`src/rtl/tmr_pkg.sv`:
```
package tmr_pkg;
  localparam int RUN_A    = 0;
  localparam int RUN_B    = 1;
  localparam int RUN_C    = 2;
  localparam int RUN_PRE  = 3;
  localparam int RUN_BITS = 4;
  localparam int PRE_LOG2 = 5;   // fixed 32x pre-divider
endpackage

```
`src/rtl/tmr_tick_gen.sv`:
```
module tmr_tick_gen #(
  parameter int DIV_W    = 8,
  parameter int PRE_LOG2 = 5
) (
  input  logic             clk,
  input  logic             rst,
  input  logic [DIV_W-1:0] div,
  output logic             tick
);
  localparam int CW = DIV_W + PRE_LOG2;

  logic [DIV_W-1:0] eff_div;
  logic [CW-1:0]    period;
  logic [CW-1:0]    cnt;
  logic             at_end;

  always_comb begin
    eff_div = (div == '0) ? DIV_W'(1) : div;
    period  = {{PRE_LOG2{1'b0}}, eff_div} << PRE_LOG2;
    at_end  = (cnt >= period - CW'(1));
  end

  always_ff @(posedge clk) begin
    if (rst) begin
      cnt  <= '0;
      tick <= 1'b0;
    end else begin
      tick <= at_end;
      cnt  <= at_end ? '0 : cnt + CW'(1);
    end
  end
endmodule

```
`src/rtl/tmr_countdown.sv`:
```
module tmr_countdown #(
  parameter int W = 16
) (
  input  logic         clk,
  input  logic         rst,
  input  logic         step,
  input  logic [W-1:0] reload,
  output logic         wrap
);
  logic [W-1:0] cnt;

  assign wrap = step && (cnt == '0);

  always_ff @(posedge clk) begin
    if (rst)       cnt <= '0;
    else if (wrap) cnt <= reload;
    else if (step) cnt <= cnt - W'(1);
  end
endmodule

```
`src/rtl/prescaled_triple_timer.sv`:
```
module prescaled_triple_timer
  import tmr_pkg::*;
#(
  parameter int DIV_W = 8,
  parameter int A_W   = 16,
  parameter int B_W   = 4,
  parameter int PRE_W = 12,
  parameter int C_W   = 16
) (
  input  logic                clk,
  input  logic                rst,
  input  logic [DIV_W-1:0]    clk_div,
  input  logic [RUN_BITS-1:0] run_ctrl,
  input  logic [A_W-1:0]      a_load,
  input  logic [2*B_W-1:0]    b_cfg,
  input  logic [PRE_W-B_W-1:0] pre_load,
  input  logic [C_W-1:0]      c_load,
  output logic                a_set,
  output logic                b_set,
  output logic                c_set
);
  logic             tick;
  logic             a_wrap, base_wrap, b_wrap, c_wrap;
  logic [PRE_W-1:0] pre_reload;

  assign pre_reload = {b_cfg[B_W-1:0], pre_load};

  tmr_tick_gen #(.DIV_W(DIV_W), .PRE_LOG2(PRE_LOG2)) u_tick (
    .clk(clk), .rst(rst), .div(clk_div), .tick(tick));

  tmr_countdown #(.W(A_W)) u_a (
    .clk(clk), .rst(rst), .step(tick && run_ctrl[RUN_A]),
    .reload(a_load), .wrap(a_wrap));

  tmr_countdown #(.W(PRE_W)) u_pre (
    .clk(clk), .rst(rst), .step(tick && run_ctrl[RUN_PRE]),
    .reload(pre_reload), .wrap(base_wrap));

  tmr_countdown #(.W(B_W)) u_b (
    .clk(clk), .rst(rst), .step(base_wrap && run_ctrl[RUN_B]),
    .reload(b_cfg[2*B_W-1:B_W]), .wrap(b_wrap));

  tmr_countdown #(.W(C_W)) u_c (
    .clk(clk), .rst(rst), .step(base_wrap && run_ctrl[RUN_C]),
    .reload(c_load), .wrap(c_wrap));

  always_ff @(posedge clk) begin
    if (rst) begin
      a_set <= 1'b0;
      b_set <= 1'b0;
      c_set <= 1'b0;
    end else begin
      a_set <= a_wrap;
      b_set <= b_wrap;
      c_set <= c_wrap;
    end
  end
endmodule

```
`config.mk`:
```
export PLATFORM = sky130hd
export DESIGN_NAME = prescaled_triple_timer
export DESIGN_NICKNAME = d
export VERILOG_FILES = /design/src/rtl/tmr_pkg.sv /design/src/rtl/tmr_tick_gen.sv /design/src/rtl/tmr_countdown.sv /design/src/rtl/prescaled_triple_timer.sv
export SDC_FILE = /design/constraint.sdc
export NUM_CORES = 1
export LEC_CHECK = 0
export BUFFER_PORTS_ARGS = -buffer_cell sky130_fd_sc_hd__buf_4
export CORE_MARGIN = 8
export CORE_UTILIZATION = 51
export DETAILED_ROUTE_END_ITERATION = 12
export PLACE_DENSITY_LB_ADDON = 0.1
export REMOVE_ABC_BUFFERS = 1
export SYNTH_ARGS = -nofsm -noshare
export SYNTH_HDL_FRONTEND = slang
export SYNTH_SLANG_ARGS = --single-unit
```
`constraint.sdc`:
```
create_clock -name clk -period 2.71 [get_ports clk]
set_input_delay 0 -clock clk [delete_from_list [all_inputs] [get_ports clk]]
set_output_delay 0 -clock clk [all_outputs]
set_load 0.1 [all_outputs]
```
==> Yosys cells after proc, flatten, opt, wreduce, memory -nomap -nowiden <==
Cells that the tools add are included.
Widths: inputs -> output; s select.
{ "totals": {"wordCells": 43, "regBits": 65} }
{ "classes": {"n_reduce_logical": 18, "addsub": 6, "mux": 9, "n_lt_le_gt_ge": 1} }
{ "op_table": {"columns": ["op", "count"], "rows": [
  ["$mux 16", 4],
  ["$logic_not 16->1", 2],
  ["$sub 16x1->16 const B", 2],
  ["$mux 12", 2],
  ["$add 13x1->13 const B", 1],
  ["$ge 13x13->1", 1],
  ["$sub 13x1->13 const B", 1],
  ["$logic_not 12->1", 1],
  ["$sub 12x1->12 const B", 1],
  ["$logic_and 1x1->1", 8],
  ["$logic_not 8->1", 1],
  ["$mux 4", 2],
  ["$mux 8", 1],
  ["$reduce_bool 2->1", 4],
  ["$logic_not 4->1", 1],
  ["$sub 4x1->4 const B", 1],
  ["$reduce_or 2->1", 1]
]} }

==> Logic depth before layout (Yosys ltp) <==
{ "logic_depth": {"depth_word": 5, "mapped_depth": 13, "mapped_depth_nobuf": 12} }

==> By module <==
From an unflattened synthesis, not the netlist that was laid out.
{ "hier_totals": {"cells_unflattened": 486, "hier_area_um2": 4091.4} }
{ "by_module_without_submodules": {"columns": ["mod", "area_per_inst_um2", "cells_each", "instances", "seq_area_each_um2"], "rows": [
  ["tmr_countdown (u_c)", 1089.8, 134, 1, 320.3],
  ["tmr_countdown (u_a)", 1007.2, 125, 1, 320.3],
  ["tmr_tick_gen", 880.8, 99, 1, 280.3],
  ["tmr_countdown (u_pre)", 757.0, 90, 1, 240.2],
  ["tmr_countdown (u_b)", 252.7, 28, 1, 80.1],
  ["prescaled_triple_timer", 103.8, 10, 1, 60.1]
]} }

==> Least setup slack after synthesis <==
Ideal clock, no wire load.
{ "synth_path": {"path_type": "input to register", "from": "input clk_div[3]", "to": "register u_tick.cnt[10]", "arrival_time_ns": 2.673, "cell_stages": 12, "setup_ns": 0.132, "path_slack_ns": -0.095, "t_required_ns": 2.578, "n_path_buf": 1, "cell_sequence": "or4_1 nor4_1 nor2_1 ha_1 inv_1 nor2_1 xnor2_1 ha_1 nand4_1 o32ai_1 clkbuf_1 nor3_1"} }
{ "synth_via": {"elab_chain_cells": 5} }
{ "synth_lines": {"columns": ["element", "line", "rtl"], "rows": [
  ["from (decl)", "prescaled_triple_timer.sv:12", "input logic [DIV_W-1:0] clk_div,"],
  ["$logic_not 8->1", "tmr_tick_gen.sv:18", "eff_div = (div == '0) ? DIV_W'(1) : div;"],
  ["$mux 8 (*)", "tmr_tick_gen.sv:18", null],
  ["$sub 13x1->13 (*)", "tmr_tick_gen.sv:20", "at_end = (cnt >= period - CW'(1));"],
  ["$ge 13x13->1 (*)", "tmr_tick_gen.sv:20", null],
  ["$reduce_or 2->1 (no line) (*)", null, null],
  ["to (signal assigned)", "tmr_tick_gen.sv:29", "cnt <= at_end ? '0 : cnt + CW'(1);"],
  ["to (decl)", "tmr_tick_gen.sv:14", "logic [CW-1:0] cnt;"]
]} }
Every way passes the cells marked *; elsewhere a longest branch is shown, timed or not.
A chain may end at the register's enable or synchronous reset.

==> Worst setup path in the final report <==
{ "layout_path": {"from": "register u_pre.cnt[0]", "to": "register u_c.cnt[12]"} }
{ "layout_via": {"elab_chain_cells": 5, "word_cells_on_any_way": 6} }
{ "layout_lines": {"columns": ["element", "line", "rtl"], "rows": [
  ["from (decl)", "tmr_countdown.sv:10", "logic [W-1:0] cnt;"],
  ["from (signal assigned)", "tmr_countdown.sv:16", "else if (wrap) cnt <= reload;"],
  ["from (signal assigned)", "tmr_countdown.sv:17", "else if (step) cnt <= cnt - W'(1);"],
  ["$logic_not 12->1 (*)", "tmr_countdown.sv:12", "assign wrap = step && (cnt == '0);"],
  ["$logic_and 1x1->1 (*)", "tmr_countdown.sv:12", null],
  ["$logic_and 1x1->1 (*)", "prescaled_triple_timer.sv:44", ".clk(clk), .rst(rst), .step(base_wrap && run_ctrl[RUN_C]),"],
  ["$logic_and 1x1->1", "tmr_countdown.sv:12", null],
  ["$mux 16 / $reduce_bool 2->1 (equally long branches)", null, null],
  ["to (signal assigned)", "tmr_countdown.sv:16", null],
  ["to (signal assigned)", "tmr_countdown.sv:17", null],
  ["to (decl)", "tmr_countdown.sv:10", null]
]} }
Marked as above.

==> key figures <==
Hold path
  • Hold WC Path Type: in2reg
  • Depth of the worst hold-timing path: 3
  • Worst Hold End: u_pre.cnt[11]$_SDFFE_PP0P_
  • Hold_sp: b_cfg[3]

Floorplanning
  • Ports: 65
  • Die Y: 103.4 µm
  • Die W: 103.4 µm
  • Core area: 7567 µm²
  • Num rows: 32
  • Die Area: 10690 µm²
  • Starting Density: 51.49%

Setup path
  • Worst reg2reg path endpoint: u_c.cnt[12]$_SDFFE_PP0P_
  • Worst path cell trace: inv_1, ha_1, or4bb_1, or4_4, or4_1, a21oi_1
  • Slowest library cell on the worst path: or4bb_1
  • Worst Path Required: 2980 ps
  • WS Path Type: reg2reg
  • FF-to-FF Start: u_pre.cnt[0]$_SDFFE_PP0P_
  • Crit start category: flop
  • Cell depth of the worst flop-to-flop path: 6
  • Buffers and inverters on the worst path: 1
  • Worst Setup End Kind: flop
  • Worst EP arrival: 2800 ps
  • R2R setup slack: 190 ps
  • CP max FO: 14
  • Crit-path max cell delay: 580 ps
  • Family with the most delay on the worst path: simple AND/OR/NAND/NOR gates

Routing
  • DR WL/cell: 15.60 µm
  • DRC Markers: 0
  • Final wirelength: 10.51 mm
  • Vias: 3998
  • Initial DRT Pass Iterations: 5
  • Routed Antenna Nets: 0
  • Vias per cell: 5.932
  • Initial DRC Count: 234

Logic synthesis
  • Ys async rst share: 0%
  • Mean Syn Cell Area: 8.325 µm²
  • Flops & latches, synth: 65
  • Yosys cell types: 60
  • XOR/XNOR Fraction of Synth Area: 3.597%
  • Synth Cell Area: 3896 µm²
  • Seq/Total Area, Yosys: 33.40%
  • Ys Warns: 0
  • Number of enable flip-flop cells after synthesis: 0
  • Compound-cell area share of the yosys netlist: 24.08%
  • Mux cell area share after synthesis: 2.376%
  • Post-Synth Adder-Cell Area: 4.817%
  • Most used DFF post-synth: dfxtp_1
  • Simple-gate share of the synthesized area: 26.01%
  • Largest family of logic cells by synthesized area: simple AND/OR/NAND/NOR gates
  • Syn Inst Count: 468

Clock tree
  • # clock sinks: 65
  • Max Buffers Root-to-Sink: 2
  • # Post-CTS Setup Buffers: 0
  • Max H-tree Level: 3
  • Total CTS buffers: 9
  • CTS tree: done
  • PostCTS Resize Cnt: 0
  • Clock root cell: clkbuf_8
  • Clock Pin Slew Worst Setup and Hold Paths: 70 ps
  • Hold Buf Count CTS: 31
  • Clock latency on the worst-skew pair: 350 ps

Placement
  • Gpl congestion: 0.8202
  • DP HPWL: 7.397 mm
  • Worst slack at placement: -83.64 ps
  • DP Cell Count: 626
  • Port-buffer cells: 64

GRT
  • Gr ovfl total: 0
  • GRT Total Usage: 20.24%
  • Vias in the first global route: 3727
  • Pin count of the biggest net entering global routing: 47
  • First-pass GRT wire length: 17.19 mm
  • Initial antenna violation count: 0

STA
  • FMAX: 396.2 MHz
  • Worst-margin pin slew: 907.0 ps
  • Worst slew margin relative to its limit: 38.98%
  • Fin crit period: 2524 ps
  • Finish-stage setup viols: 0
  • Unrepaired setup endpoints after global routing: no
  • Worst hold slack: 9.764 ps
  • Clock Skew: 7.595 ps
  • Tcrit/Tclk final: 93.13%
  • Final Max Tran Viols: 0
  • Hold Vio Cnt, Final: 0
  • Setup ws final: 186.3 ps

Power
  • Lkg Pwr: 0.001944 µW
  • Total Power: 1891 µW
  • Worst VDD drop: 346.8 µV
  • Cell Pwr Density: 377.7 nW/µm²

Cells and area
  • Finished Layout Cells: 674
  • Nets@finish: 643
  • Area Overhead vs Synth: 28.52%
  • Fraction of layout cells with a size suffix above 1: 18.74%

Run status
  • Status: finished clean

Flow run
  • Maximum Capacitance Violations: 0
-- layer usage --
layer  global-route usage [%]  wire length [µm]  vias to the layer above
met2                    33.53              5029                      127
met1                    25.11              4618                     1833
li1                         -                 -                     2022
met3                    3.882               688                       16
met5                        0                 0                        -
met4                    8.343               175                        0
-- final cells by class --
cell class                      count  area, µm²
Timing Repair Buffer              110      903.4
Inverter                           34      127.6
Tap cell                          102      127.6
Clock inverter                      5      31.28
Fill cell                         693       2560
Antenna cell                        1      2.502
Multi-Input combinational cell    346       2372
Sequential cell                    65       1301
Clock buffer                       11      141.4
-- layout by cell type (no fill, tap or decap), types with 5 or more instances in the layout --
| cell | netlist | layout |
|---|---|---|
| buf_4 | 1 | 79 |
| dfxtp_1 | 65 | 65 |
| inv_1 | 34 | 34 |
| dlygate4sd3_1 | 0 | 31 |
| nor3_1 | 29 | 29 |
| a21oi_1 | 28 | 28 |
| o21ai_0 | 25 | 25 |
| nand2_1 | 21 | 21 |
| nor2_1 | 19 | 19 |
| nor4_1 | 17 | 17 |
| or3_1 | 15 | 15 |
| nand3_1 | 15 | 15 |
| ha_1 | 15 | 15 |
| or4_1 | 14 | 14 |
| xor2_1 | 10 | 10 |
| clkbuf_8 | 0 | 10 |
| o41ai_1 | 9 | 9 |
| nand4_1 | 9 | 9 |
| o31ai_1 | 8 | 8 |
| a31oi_1 | 8 | 8 |
| mux2i_1 | 7 | 7 |
| xnor2_1 | 6 | 6 |
| o211ai_1 | 6 | 6 |
| o2111ai_1 | 6 | 6 |
| o32ai_1 | 5 | 5 |
| o2bb2ai_1 | 5 | 5 |
| or2_2 | 5 | 5 |
| a211oi_1 | 5 | 5 |
| a32oi_1 | 5 | 5 |
-- cell families (layout without fill, tap and decap cells) --
group           count (synthesis)  after routing
other cells                     0              1
compound gates                135            135
mux                             9              9
simple gates                  171            171
buf+inv                        57            160
fa+ha+maj                      15             15
flops                          65             65
xor+xnor                       16             16
-- sequential cells by signal, indices dropped and copies added (netlist names) --
| signal | cells |
|---|---|
| a_set | 1 |
| c_set | 1 |
| u_a.cnt | 16 |
| b_set | 1 |
| u_tick.cnt | 13 |
| u_c.cnt | 16 |
| u_b.cnt | 4 |
| u_tick.tick | 1 |
| u_pre.cnt | 12 |
-- worst register-to-register path, cell delays in order, from the launching register on --
cell     delay [ps]
dfxtp_1         340
inv_1            80
ha_1            200
or4bb_1         580
or4_4           560
or4_1           550
a21oi_1         140
-- power breakdown --
group	switching [µW]	total (µW)	leakage, µW	internal, µW
sequential	3.41	962	0.000524	958
combinational	70.9	178	0.00133	107
clock	397	751	0.0000891	354
-- worst max path at each step --
stage	slack, ps	startpoint	depth (start not counted)	end
final	190	u_pre.cnt[0]$_SDFFE_PP0P_	6	u_c.cnt[12]$_SDFFE_PP0P_
after global routing	50	clk_div[3]	13	u_tick.cnt[3]$_SDFF_PP0_
after CTS	190	u_pre.cnt[0]$_SDFFE_PP0P_	6	u_c.cnt[12]$_SDFFE_PP0P_
after detailed placement	-80	clk_div[3]	13	u_tick.cnt[4]$_SDFF_PP0_
after global placement	100	clk_div[3]	13	u_tick.tick$_SDFF_PP0_
after floorplan	-350	clk_div[3]	11	u_tick.cnt[10]$_SDFF_PP0_
-- cell usage after synthesis, types with 5 or more instances --
cell type / count / area share, %
or2_2: 5 / 0.80
o211ai_1: 6 / 1.2
nand4_1: 9 / 1.4
a211oi_1: 5 / 0.96
xor2_1: 10 / 2.2
nor4_1: 17 / 2.7
nand3_1: 15 / 1.9
dfxtp_1: 65 / 33
o2111ai_1: 6 / 1.3
o2bb2ai_1: 5 / 1.1
clkbuf_1: 18 / 1.7
mux2i_1: 7 / 1.8
nor3_1: 29 / 3.7
a32oi_1: 5 / 1.1
ha_1: 15 / 4.8
nand2_1: 21 / 2.0
or4_1: 14 / 2.7
or3_1: 15 / 2.4
o21ai_0: 25 / 3.2
a31oi_1: 8 / 1.3
nor2_1: 19 / 1.8
a21oi_1: 28 / 3.6
o32ai_1: 5 / 1.1
inv_1: 34 / 3.3
o31ai_1: 8 / 1.5
o41ai_1: 9 / 2.0
xnor2_1: 6 / 1.3
-- per-stage QoR --
step           instance area (µm²)  setup TNS, ps  util, %
6_report                      5007              0    66.17
5_1_grt                       5005              0    66.14
4_1_cts                       5005              0    66.14
3_5_place_dp                  4522         -993.2    59.76
3_3_place_gp                  4522              0    59.76
2_1_floorplan                 3801          -4742        -
Power figures use the tool's default switching activity.
